File: config.mk
export PLATFORM = sky130hd
export DESIGN_NAME = qdc_converter
export DESIGN_NICKNAME = d
export VERILOG_FILES = /design/src/rtl/qdc_pkg.sv /design/src/rtl/qdc_in_filter.sv /design/src/rtl/qdc_edge_decoder.sv /design/src/rtl/qdc_pulse_gen.sv /design/src/rtl/qdc_converter.sv
export SDC_FILE = /design/constraint.sdc
export NUM_CORES = 1
export LEC_CHECK = 0
export ABC_CLOCK_PERIOD_IN_PS = 3200
export CAP_MARGIN = 20
export CELL_PAD_IN_SITES_DETAIL_PLACEMENT = 1
export CELL_PAD_IN_SITES_GLOBAL_PLACEMENT = 1
export CORE_MARGIN = 10
export CORE_UTILIZATION = 44
export CTS_BUF_LIST = sky130_fd_sc_hd__clkbuf_8 sky130_fd_sc_hd__clkbuf_16
export DETAILED_ROUTE_END_ITERATION = 8
export PLACE_DENSITY = 0.85
export SYNTH_ARGS = -nofsm -noshare
export SYNTH_HDL_FRONTEND = slang
export SYNTH_SLANG_ARGS = --single-unit
File: constraint.sdc
create_clock -name clk -period 3.2 [get_ports clk]
set_clock_uncertainty 0.1 [all_clocks]
set_input_delay 0.96 -clock clk [delete_from_list [all_inputs] [get_ports clk]]
set_output_delay 0.96 -clock clk [all_outputs]
set_load 0.05 [all_outputs]
File: src/rtl/qdc_pkg.sv
package qdc_pkg;

  typedef enum logic [1:0] {
    RES_X1 = 2'b00,
    RES_X2 = 2'b01,
    RES_X4 = 2'b10
  } res_e;

  // Two-bit select to resolution; both upper codes mean x4.
  function automatic res_e res_decode(input logic [1:0] sel);
    case (sel)
      2'b00:   return RES_X1;
      2'b01:   return RES_X2;
      default: return RES_X4;
    endcase
  endfunction

  // Forward test for a single-line change, given the new line levels.
  function automatic logic step_is_fwd(input logic on_a, input logic na, input logic nb);
    return on_a ? (na ^ nb) : ~(na ^ nb);
  endfunction

  // Whether the chosen resolution counts this change.
  function automatic logic step_counts(input res_e res, input logic on_a, input logic na);
    case (res)
      RES_X1:  return on_a & na;
      RES_X2:  return on_a;
      default: return 1'b1;
    endcase
  endfunction

endpackage

File: src/rtl/qdc_in_filter.sv
module qdc_in_filter #(
  parameter int VALID_CYC   = 4,
  parameter int SYNC_STAGES = 2
) (
  input  logic clk,
  input  logic rst_n,
  input  logic raw_i,
  output logic sync_o,
  output logic filt_o
);
  localparam int CW = $clog2(VALID_CYC + 1);

  logic [SYNC_STAGES-1:0] chain_q;
  logic [CW-1:0]          hold_q;
  logic                   filt_q;

  always_ff @(posedge clk or negedge rst_n) begin
    if (!rst_n) chain_q <= '0;
    else        chain_q <= {chain_q[SYNC_STAGES-2:0], raw_i};
  end

  assign sync_o = chain_q[SYNC_STAGES-1];

  always_ff @(posedge clk or negedge rst_n) begin
    if (!rst_n) begin
      hold_q <= '0;
      filt_q <= 1'b0;
    end else if (sync_o == filt_q) begin
      hold_q <= '0;
    end else if (hold_q == CW'(VALID_CYC - 1)) begin
      hold_q <= '0;
      filt_q <= sync_o;
    end else begin
      hold_q <= hold_q + 1'b1;
    end
  end

  assign filt_o = filt_q;
endmodule

File: src/rtl/qdc_edge_decoder.sv
module qdc_edge_decoder
  import qdc_pkg::*;
(
  input  logic       clk,
  input  logic       rst_n,
  input  logic       a_f,
  input  logic       b_f,
  input  logic [1:0] mode_sel,
  input  logic       busy,
  output logic       ev_valid,
  output logic       ev_fwd
);
  logic pa_q, pb_q;
  logic a_chg, b_chg, counts;
  res_e res;

  // Previous pair is always refreshed: changes seen while busy are dropped.
  always_ff @(posedge clk or negedge rst_n) begin
    if (!rst_n) begin
      pa_q <= 1'b0;
      pb_q <= 1'b0;
    end else begin
      pa_q <= a_f;
      pb_q <= b_f;
    end
  end

  always_comb begin
    res    = res_decode(mode_sel);
    a_chg  = a_f ^ pa_q;
    b_chg  = b_f ^ pb_q;
    ev_fwd = step_is_fwd(a_chg, a_f, b_f);
    counts = step_counts(res, a_chg, a_f);
    ev_valid = (a_chg ^ b_chg) & counts & ~busy;
  end
endmodule

File: src/rtl/qdc_pulse_gen.sv
module qdc_pulse_gen #(
  parameter int WIDTH_W = 8
) (
  input  logic               clk,
  input  logic               rst_n,
  input  logic               start,
  input  logic               fwd,
  input  logic [WIDTH_W-1:0] width,
  output logic               active,
  output logic               dir_q
);
  logic [WIDTH_W-1:0] left_q;
  logic [WIDTH_W-1:0] width_eff;

  assign width_eff = (width == '0) ? WIDTH_W'(1) : width;

  always_ff @(posedge clk or negedge rst_n) begin
    if (!rst_n) begin
      left_q <= '0;
      dir_q  <= 1'b1;
    end else if (start) begin
      left_q <= width_eff;
      dir_q  <= fwd;
    end else if (left_q != '0) begin
      left_q <= left_q - 1'b1;
    end
  end

  assign active = (left_q != '0);
endmodule

File: src/rtl/qdc_converter.sv
module qdc_converter #(
  parameter int VALID_CYC = 4,
  parameter int WIDTH_W   = 8
) (
  input  logic               clk,
  input  logic               rst_n,
  input  logic               a_in,
  input  logic               b_in,
  input  logic [1:0]         mode_sel,
  input  logic [WIDTH_W-1:0] pulse_width,
  output logic               up_n,
  output logic               dn_n,
  output logic               clk_n,
  output logic               dir
);
  logic [1:0] raw_v, sync_v, filt_v;
  logic a_sync, b_sync, a_filt, b_filt;
  logic ev_valid, ev_fwd, busy, pdir;

  assign raw_v = {b_in, a_in};

  for (genvar g = 0; g < 2; g++) begin : g_line
    qdc_in_filter #(.VALID_CYC(VALID_CYC), .SYNC_STAGES(2)) u_filt (
      .clk    (clk),
      .rst_n  (rst_n),
      .raw_i  (raw_v[g]),
      .sync_o (sync_v[g]),
      .filt_o (filt_v[g])
    );
  end

  assign a_sync = sync_v[0];
  assign b_sync = sync_v[1];
  assign a_filt = filt_v[0];
  assign b_filt = filt_v[1];

  qdc_edge_decoder u_dec (
    .clk      (clk),
    .rst_n    (rst_n),
    .a_f      (a_filt),
    .b_f      (b_filt),
    .mode_sel (mode_sel),
    .busy     (busy),
    .ev_valid (ev_valid),
    .ev_fwd   (ev_fwd)
  );

  qdc_pulse_gen #(.WIDTH_W(WIDTH_W)) u_pulse (
    .clk    (clk),
    .rst_n  (rst_n),
    .start  (ev_valid),
    .fwd    (ev_fwd),
    .width  (pulse_width),
    .active (busy),
    .dir_q  (pdir)
  );

  assign clk_n = ~busy;
  assign up_n  = ~(busy & pdir);
  assign dn_n  = ~(busy & ~pdir);
  assign dir   = pdir;
endmodule

Yosys cells after proc, flatten, opt, wreduce, memory -nomap -nowiden --
Cells that the tools add are included.
Word-level totals: register bits 23, output and inout port bits 4, word-level logic and storage cells 52
Operators by class: add/sub/neg operators 3, equality and inequality tests 6, multiplexer cells 10, bitwise operators 16, reduce and logical (&&, ||, !) cells 7
Operators with widths (count):
- $mux W8 | 3
- $mux W3 | 4
- $logic_not A8 Y1 | 1
- $reduce_bool A8 Y1 | 1
- $sub A8 B1 Y8 const B | 1
- $not A1 Y1 | 7
- $add A3 B1 Y3 const B | 2
- $eq A3 B2 Y1 const B | 2
- $and A1 B1 Y1 | 5
- $eq A2 B1 Y1 const B | 2
- $logic_not A2 Y1 | 2
- $pmux W2 S2 | 1
- $reduce_and A2 Y1 | 2
- $xor A1 B1 Y1 | 4
- $eq A1 B1 Y1 | 2
- $pmux W1 S2 | 1
- $reduce_bool A2 Y1 | 1
- $mux W1 | 1

Longest topological paths before layout --
Gate-level depths: netlist of the first run.
depth after elaboration 7, gate-level depth with buffers 7, gate-level depth less buffers 7

Cells and area by module --
A second synthesis of the first run with hierarchy kept.
Unflattened totals: cells, all modules 100, area, all modules 1158.6 um^2
Modules (own cells, without submodules):
- qdc_pulse_gen | instances 1, cells each 60, area an instance 566.8 um^2
- qdc_in_filter (g_line[0].u_filt) | instances 1, cells each 13, area an instance 229.0 um^2
- qdc_in_filter (g_line[1].u_filt) | instances 1, cells each 13, area an instance 216.5 um^2
- qdc_edge_decoder | instances 1, cells each 11, area an instance 132.6 um^2
- qdc_converter | instances 1, cells each 3, area an instance 13.8 um^2

Worst setup path after synthesis of the first run --
OpenSTA, ideal clock, no wires.
path kind register -> output, start point reg u_pulse.left_q[0], end point out dn_n, arrival 1.514 ns, data required time 2.140 ns, setup slack 0.626 ns, cell stages (with the launch flop) 6, buffers on the path 0, cell sequence dfrtp_1 inv_1 ha_1 nor3b_2 nand2_4 or2b_1
Between the ends: word-level cells in the longest chain between the ends 3
RTL lines:
- start, declared | RTL line qdc_pulse_gen.sv:12 | logic [WIDTH_W-1:0] left_q;
- start signal, assigned | RTL line qdc_pulse_gen.sv:22 | left_q <= width_eff;
- start signal, assigned | RTL line qdc_pulse_gen.sv:25 | left_q <= left_q - 1'b1;
- $reduce_bool A8 Y1 | RTL line qdc_pulse_gen.sv:29 | assign active = (left_q != '0);
- $and A1 B1 Y1 | RTL line qdc_converter.sv:60 | assign dn_n = ~(busy & ~pdir);
- $not A1 Y1 | RTL line qdc_converter.sv:60
- end, declared | RTL line qdc_converter.sv:12 | output logic dn_n,
No other way between the ends.

Worst setup path in the final report of the first run --
Same ends and word-level chain as after synthesis.

==> results.sh, run 1 <==
export IMPL_seq_area_frac_synth=0.511
export IMPL_cts_hold_buffers=0
export IMPL_die_width_um=70.6
export IMPL_async_reset_ff_frac=1.00
export IMPL_clock_sink_count=23
export IMPL_synth_edff_count=0
export IMPL_cts_tree="done"
export IMPL_worst_skew_pair_late_latency_ns=0.26
export IMPL_floorplan_core_area_um2=2450
export IMPL_grt_start_max_net_pins=13
export IMPL_detail_route_wl_per_cell_um=17.5
export IMPL_r2r_worst_path_cells=5
export IMPL_fin_crit_ns=2.88
export IMPL_hpwl_um=2030
export IMPL_die_h_um=70.6
export IMPL_numCtsBuffers=3
export IMPL_crit_path_end="dn_n"
export IMPL_post_cts_repair_setup_buffers=0
export IMPL_leakage_nw=0.603
export IMPL_p_total_w=0.000876
export IMPL_met3_track_demand_over_resource=0.0335
export IMPL_grt_first_pass_wirelength_um=4560
export IMPL_synth_seq_cells=23
export IMPL_cts_max_path_buffers=2
export IMPL_fmaxAchievable_mhz=347
export IMPL_crit_type="register to primary output"
export IMPL_timing_final_max_slew_violations=0
export IMPL_pre_cts_ws_ns=0.593
export IMPL_dr_first_iter_drc_count=23
export IMPL_route_antenna_remaining_nets=0
export IMPL_routed_wl_um=2560
export IMPL_irDropWorstVdd_v=0.000458
export IMPL_grt_setup_unrepaired="no"
export IMPL_post_cts_resize_count=0
export IMPL_reg2reg_to="u_pulse.left_q[0]$_DFFE_PN0P_"
export IMPL_reg2reg_slack_ns=1.33
export IMPL_std_cell_rows=18
export IMPL_starting_density_of_the_core=0.460
export IMPL_setup_ws_ns=0.321
export IMPL_synth_main_ff_cell="sky130_fd_sc_hd__dfrtp_1"
export IMPL_critPathLaunchType="register"
export IMPL_drt_pre_antenna_iters=4
export IMPL_worstSetupPathDepth=6
export IMPL_critical_path_max_stage_delay_ns=0.43
export IMPL_synth_largest_area_cell="sky130_fd_sc_hd__dfrtp_1"
export IMPL_tightest_slew_ns=0.521
export IMPL_yosysUniqueCellTypes=34
export IMPL_postLayoutCellArea_um2=1390
export IMPL_max_fo_critical_path=7
export IMPL_post_synth_top_area_fraction=0.488
export IMPL_floorplan_io_pins=18
export IMPL_slew_headroom=0.652
export IMPL_antenna_found_initial=0
export IMPL_post_route_cells_drive_above_1_share=0.172
export IMPL_die_area_um2=4990
export IMPL_synth_cells=94
export IMPL_holdWs_ns=0.266
export IMPL_endpoint_kind="primary output"
export IMPL_total_negative_slack_for_setup_checks_ns=0
export IMPL_critPathSlowestCell="sky130_fd_sc_hd__dfrtp_1"
export IMPL_groute_layer_met2_usage=0.192
export IMPL_netlist_top_cells_area="sky130_fd_sc_hd__dfrtp_1 (49%), sky130_fd_sc_hd__xnor2_1 (7.0%), sky130_fd_sc_hd__ha_1 (4.4%), sky130_fd_sc_hd__dfstp_2 (2.3%), sky130_fd_sc_hd__nor3_1 (2.2%)"
export IMPL_worstPathCellList="inv_1 > ha_1 > nor3b_2 > nand2_4 > or2b_1 > buf_12"
export IMPL_clkTransAtPathRegs_ns=0.08
export IMPL_post_synth_instance_area_um2=1130
export IMPL_cell_class_contributing_the_biggest_share_of_worst_path_delay="simple AND/OR/NAND/NOR gates"
export IMPL_critical_path_arrival_ns=1.82
export IMPL_startpoint="u_pulse.left_q[0]$_DFFE_PN0P_"
export IMPL_yosys_warnings=0
export IMPL_setup_viol=0
export IMPL_drc=0
export IMPL_met1_usage=0.124
export IMPL_worstHoldPathType="register to register"
export IMPL_port_buffers=17
export IMPL_overflow=0
export IMPL_run_status="finished, final reports clean"
export IMPL_fin_crit_share=0.900
export IMPL_grt_pass1_vias=956
export IMPL_cp_data_required_time_ns=2.14
export IMPL_r2r_start="g_line[0].u_filt.filt_o$_DFFE_PN0P_"
export IMPL_area_growth_syn_to_layout_pct=23.5
export IMPL_via_per_inst=5.45
export IMPL_synth_nets=112
export IMPL_gp_congestion=0.740
export IMPL_diodes=0
export IMPL_final_hold_violation_count=0
export IMPL_clockRootBuffer="sky130_fd_sc_hd__clkbuf_8"
export IMPL_vias=795
export IMPL_grt_util_all_layers=0.108
export IMPL_finalNetCount=135
export IMPL_top_usage_layer="met2"
export IMPL_worstPathBufferInverterCount=2
export IMPL_maxCapViolCount=0
export IMPL_syn_avg_cell_area_um2=12.0
export IMPL_powerDensity_nw_per_um2=628
export IMPL_placed_area_um2=1350
export IMPL_htree_num_levels=1
[final cells by class]
cell class	count	area [um^2]
repair buffers	18	183
flip-flops and latches	23	577
multi-input cells	64	520
well taps	30	37.5
clock inverters	1	3.75
clock buffers	3	41.3
inverters	7	31.3
fillers	259	1060
[cell families after synthesis]
kind of cell    synth area share
compound gates             0.106
xor+xnor                  0.0698
fa+ha+maj                 0.0443
buf+inv                   0.0277
flops                      0.511
mux                       0.0333
simple gates               0.207
[per-layer routing]
layer	part of all wire	wire, um
met3	0.045	116
met2	0.51	1300
met1	0.44	1130
met5	0	0
met4	0.0047	12
[cell usage after synthesis (2+ instances only)]
library cell               count
sky130_fd_sc_hd__o21ai_0       3
sky130_fd_sc_hd__inv_1         6
sky130_fd_sc_hd__nor2_1        2
sky130_fd_sc_hd__nand2_1       3
sky130_fd_sc_hd__nor2b_1       3
sky130_fd_sc_hd__xnor2_1       9
sky130_fd_sc_hd__nor3_1        5
sky130_fd_sc_hd__nand2b_1      3
sky130_fd_sc_hd__nand3_1       3
sky130_fd_sc_hd__a21oi_1       4
sky130_fd_sc_hd__mux2_2        2
sky130_fd_sc_hd__nor4_1        2
sky130_fd_sc_hd__dfrtp_1      22
sky130_fd_sc_hd__ha_1          4
sky130_fd_sc_hd__nor3b_1       3
sky130_fd_sc_hd__o311a_1       2
[registers in the layout, summed over array words and instances (netlist names)]
name	cells
g_line.u_filt.hold_q	6
u_pulse.left_q	8
u_dec.pa_q	1
g_line.u_filt.chain_q	4
u_dec.pb_q	1
g_line.u_filt.filt_o	2
u_pulse.dir_q	1
[layout by cell type, fill, tap and decap left out, drive strengths merged, types with 2 or more instances in the layout]
master and count:
a21oi 5, buf 4, clkbuf 3, clkdlybuf4s50 14, dfrtp 22, ha 4, inv 7, mux2 3
nand2 4, nand2b 3, nand3 4, nor2 2, nor2b 3, nor3 5, nor3b 4, nor4 3
o21ai 3, o311a 2, xnor2 9
[report_power, final]
part / internal, W / leakage [nW] / switching (W)
registers: 0.000339 / 0.276 / 0.0000384
clock network: 0.0000855 / 0.0269 / 0.0000887
logic: 0.000144 / 0.300 / 0.000180
total: 0.000569 / 0.603 / 0.000307
[how the worst min path moves through the flow]
stage | to | cells past startpoint | slack, ns | start
3_3_place_gp | g_line[0].u_filt.chain_q[1]$_DFF_PN0_ | 0 | 0.24 | g_line[0].u_filt.chain_q[0]$_DFF_PN0_
6_report | g_line[0].u_filt.chain_q[1]$_DFF_PN0_ | 0 | 0.27 | g_line[0].u_filt.chain_q[0]$_DFF_PN0_
3_5_place_dp | g_line[0].u_filt.chain_q[1]$_DFF_PN0_ | 0 | 0.25 | g_line[0].u_filt.chain_q[0]$_DFF_PN0_
4_1_cts | g_line[0].u_filt.chain_q[1]$_DFF_PN0_ | 0 | 0.27 | g_line[0].u_filt.chain_q[0]$_DFF_PN0_
5_1_grt | g_line[0].u_filt.chain_q[1]$_DFF_PN0_ | 0 | 0.27 | g_line[0].u_filt.chain_q[0]$_DFF_PN0_
2_1_floorplan | g_line[0].u_filt.chain_q[1]$_DFF_PN0_ | 0 | 0.23 | g_line[0].u_filt.chain_q[0]$_DFF_PN0_
[stage by stage]
stage          std cells  utilization
2_1_floorplan         94            -
3_3_place_gp         142        0.549
3_5_place_dp         142        0.549
4_1_cts              146        0.568
5_1_grt              146        0.568
6_report             146        0.568
(Power assumes the default switching activity.)
==> run 2, diff against run 1 <==
--- a/config.mk
+++ b/config.mk
@@ -5,15 +5,15 @@
 export SDC_FILE = /design/constraint.sdc
 export NUM_CORES = 1
 export LEC_CHECK = 0
-export ABC_CLOCK_PERIOD_IN_PS = 3200
+export ABC_CLOCK_PERIOD_IN_PS = 2500
 export CAP_MARGIN = 20
 export CELL_PAD_IN_SITES_DETAIL_PLACEMENT = 1
 export CELL_PAD_IN_SITES_GLOBAL_PLACEMENT = 1
 export CORE_MARGIN = 10
-export CORE_UTILIZATION = 44
+export CORE_UTILIZATION = 37
 export CTS_BUF_LIST = sky130_fd_sc_hd__clkbuf_8 sky130_fd_sc_hd__clkbuf_16
 export DETAILED_ROUTE_END_ITERATION = 8
-export PLACE_DENSITY = 0.85
+export PLACE_DENSITY = 0.76
 export SYNTH_ARGS = -nofsm -noshare
 export SYNTH_HDL_FRONTEND = slang
 export SYNTH_SLANG_ARGS = --single-unit
==> constraint.sdc (replaced) <==
create_clock -name clk -period 2.5 [get_ports clk]
set_clock_uncertainty 0.1 [all_clocks]
set_input_delay 0.75 -clock clk [delete_from_list [all_inputs] [get_ports clk]]
set_output_delay 0.75 -clock clk [all_outputs]
set_load 0.05 [all_outputs]
==> run 2 against run 1 <==
Effect of this change: flip-flop and latch count unchanged; power rose by 28%; first-iteration DRC count grew 17%; die area up 13%; core utilization decreased by 4.1 points; critical path depth unchanged; combinational power increased by 25%; sequential power up 28%; cell count is 6.2% higher; clock power increased by 34%; count of clock-buffer cells in the layout is the same; non-clock buffer count grew 8; largest cell class unchanged.
==> results.sh, run 2 (synthesis results as in run 1) <==
export IMPL_grt_first_pass_wirelength_um=4390
export IMPL_antenna_found_initial=0
export IMPL_critical_path_max_stage_delay_ns=0.40
export IMPL_pwr_share_seq=0.430
export IMPL_placed_area_um2=1380
export IMPL_clkTransAtPathRegs_ns=0.08
export IMPL_htree_num_levels=1
export IMPL_total_negative_slack_for_setup_checks_ns=0
export IMPL_combinationalPowerShare=0.362
export IMPL_slew_headroom=0.763
export IMPL_power_switching_share=0.350
export IMPL_floorplan_io_pins=18
export IMPL_routed_wl_um=2560
export IMPL_largest_registers="u_pulse.left_q (8), g_line.u_filt.hold_q (6), g_line.u_filt.chain_q (4)"
export IMPL_die_area_um2=5660
export IMPL_crit_type="register to primary output"
export IMPL_grt_util_all_layers=0.101
export IMPL_postLayoutCellArea_um2=1490
export IMPL_fin_crit_share=0.980
export IMPL_numCtsBuffers=3
export IMPL_largest_register_by_flop_count="u_pulse.left_q"
export IMPL_port_buffers=17
export IMPL_pwr_share_clk=0.208
export IMPL_final_core_utilization=0.527
export IMPL_std_cell_rows=19
export IMPL_finalNetCount=143
export IMPL_startpoint="u_pulse.left_q[1]$_DFFE_PN0P_"
export IMPL_irDropWorstVdd_v=0.000551
export IMPL_worstPathCellList="inv_1 > ha_2 > nor3b_4 > nand2_4 > or2b_1 > buf_12"
export IMPL_gp_congestion=0.801
export IMPL_cts_hold_buffers=0
export IMPL_setup_viol=0
export IMPL_die_h_um=75.2
export IMPL_grt_start_max_net_pins=24
export IMPL_pre_cts_ws_ns=0.116
export IMPL_timing_final_max_slew_violations=0
export IMPL_cts_tree="done"
export IMPL_critPathSlowestCell="sky130_fd_sc_hd__dfrtp_1"
export IMPL_drc=0
export IMPL_vias=822
export IMPL_drt_pre_antenna_iters=2
export IMPL_clockRootBuffer="sky130_fd_sc_hd__clkbuf_8"
export IMPL_via_per_inst=5.30
export IMPL_detail_route_wl_per_cell_um=16.5
export IMPL_fin_crit_ns=2.45
export IMPL_floorplan_core_area_um2=2830
export IMPL_power_net_switching_w=0.000393
export IMPL_grt_setup_unrepaired="yes"
export IMPL_post_route_cells_drive_above_1_share=0.250
export IMPL_overflow=0
export IMPL_cts_max_path_buffers=2
export IMPL_cell_class_contributing_the_biggest_share_of_worst_path_delay="simple AND/OR/NAND/NOR gates"
export IMPL_endpoint_kind="primary output"
export IMPL_cp_data_required_time_ns=1.65
export IMPL_starting_density_of_the_core=0.399
export IMPL_min_delay_start="g_line[1].u_filt.chain_q[0]$_DFF_PN0_"
export IMPL_hpwl_um=1940
export IMPL_worstHoldPathType="register to register"
export IMPL_powerDensity_nw_per_um2=752
export IMPL_layout_cells_most_common_list="sky130_fd_sc_hd__dfrtp_1 (22), sky130_fd_sc_hd__clkdlybuf4s50_1 (13), sky130_fd_sc_hd__buf_4 (10), sky130_fd_sc_hd__xnor2_1 (9), sky130_fd_sc_hd__inv_1 (6)"
export IMPL_run_status="finished, final reports clean"
export IMPL_area_growth_syn_to_layout_pct=32.0
export IMPL_die_width_um=75.2
export IMPL_grt_pass1_vias=910
export IMPL_maxCapViolCount=0
export IMPL_diodes=0
export IMPL_r2r_start="u_pulse.left_q[1]$_DFFE_PN0P_"
export IMPL_setup_ws_ns=0.0504
export IMPL_p_total_w=0.00112
export IMPL_largest_reg_flops=8
export IMPL_leakage_nw=0.645
export IMPL_tightest_slew_ns=0.353
export IMPL_critical_path_arrival_ns=1.60
export IMPL_clock_sink_count=23
export IMPL_worst_skew_pair_late_latency_ns=0.26
export IMPL_route_antenna_remaining_nets=0
export IMPL_dr_first_iter_drc_count=27
export IMPL_final_hold_violation_count=0
export IMPL_fmaxAchievable_mhz=408
export IMPL_critPathLaunchType="register"
export IMPL_max_fo_critical_path=7
export IMPL_layout_commonest_cell="sky130_fd_sc_hd__dfrtp_1"
export IMPL_worstPathBufferInverterCount=2
export IMPL_cell_internal_pwr_w=0.000728
==> run 2: final timing paths <==
kind                                                         end  slack [ns]  depth (start not counted)
hold / removal             g_line[1].u_filt.chain_q[1]$_DFF_PN0_        0.25                          0
min in group asynchronous          u_pulse.left_q[2]$_DFFE_PN0P_        0.73                          2
max in group asynchronous              u_pulse.dir_q$_DFFE_PN1P_        1.28                          2
hold reg to reg            g_line[1].u_filt.chain_q[1]$_DFF_PN0_        0.25                          0
setup / recovery                                            dn_n        0.05                          6
setup reg to reg                   u_pulse.left_q[5]$_DFFE_PN0P_        0.59                          6
==> run 2: per-stage QoR <==
step	hold slack (ns)	std cells
2_1_floorplan	0.231	94
3_3_place_gp	0.235	144
3_5_place_dp	0.236	144
4_1_cts	0.257	151
5_1_grt	0.266	155
6_report	0.252	155
==> run 2: layout make-up <==
| class | count | area, um^2 |
|---|---|---|
| clock buffers | 3 | 41.3 |
| repair buffers | 26 | 265 |
| flip-flops and latches | 23 | 577 |
| fillers | 307 | 1340 |
| clock inverters | 1 | 7.51 |
| inverters | 7 | 31.3 |
| multi-input cells | 64 | 529 |
| well taps | 31 | 38.8 |
==> run 2: power by group through the flow <==
stage / combinational [W] / sequential [W] / clock [W]
after floorplan: 0.000309 / 0.000477 / 0
after global placement: 0.000384 / 0.000487 / 0
after detailed placement: 0.000407 / 0.000493 / 0
after CTS: 0.000411 / 0.000484 / 0.000246
after global routing: 0.000451 / 0.000495 / 0.000257
final: 0.000406 / 0.000482 / 0.000234
==> run 2: routing by layer <==
| metal | up-vias | track usage | wire length, um |
|---|---|---|---|
| met3 | 2 | 0.0394 | 141 |
| met5 | - | 0 | 0 |
| met4 | 0 | 0.0186 | 8 |
| li1 | 397 | - | - |
| met2 | 14 | 0.165 | 1260 |
| met1 | 409 | 0.124 | 1150 |
==> run 2: repair_timing <==
| action | in CTS | in global routing |
|---|---|---|
| hold endpoints to repair | 0 | 0 |
| setup buffers | 3 | 4 |
| resized for setup | 1 | 1 |
| endpoints found under the setup margin | 3 | 2 |
==> run 2: worst register-to-register path, cell delays in order (launching register included) <==
cell,delay (ns)
sky130_fd_sc_hd__dfrtp_1,0.40
sky130_fd_sc_hd__buf_4,0.13
sky130_fd_sc_hd__buf_4,0.13
sky130_fd_sc_hd__or3_4,0.40
sky130_fd_sc_hd__a2111oi_2,0.38
sky130_fd_sc_hd__xnor2_1,0.16
sky130_fd_sc_hd__o21ai_0,0.10
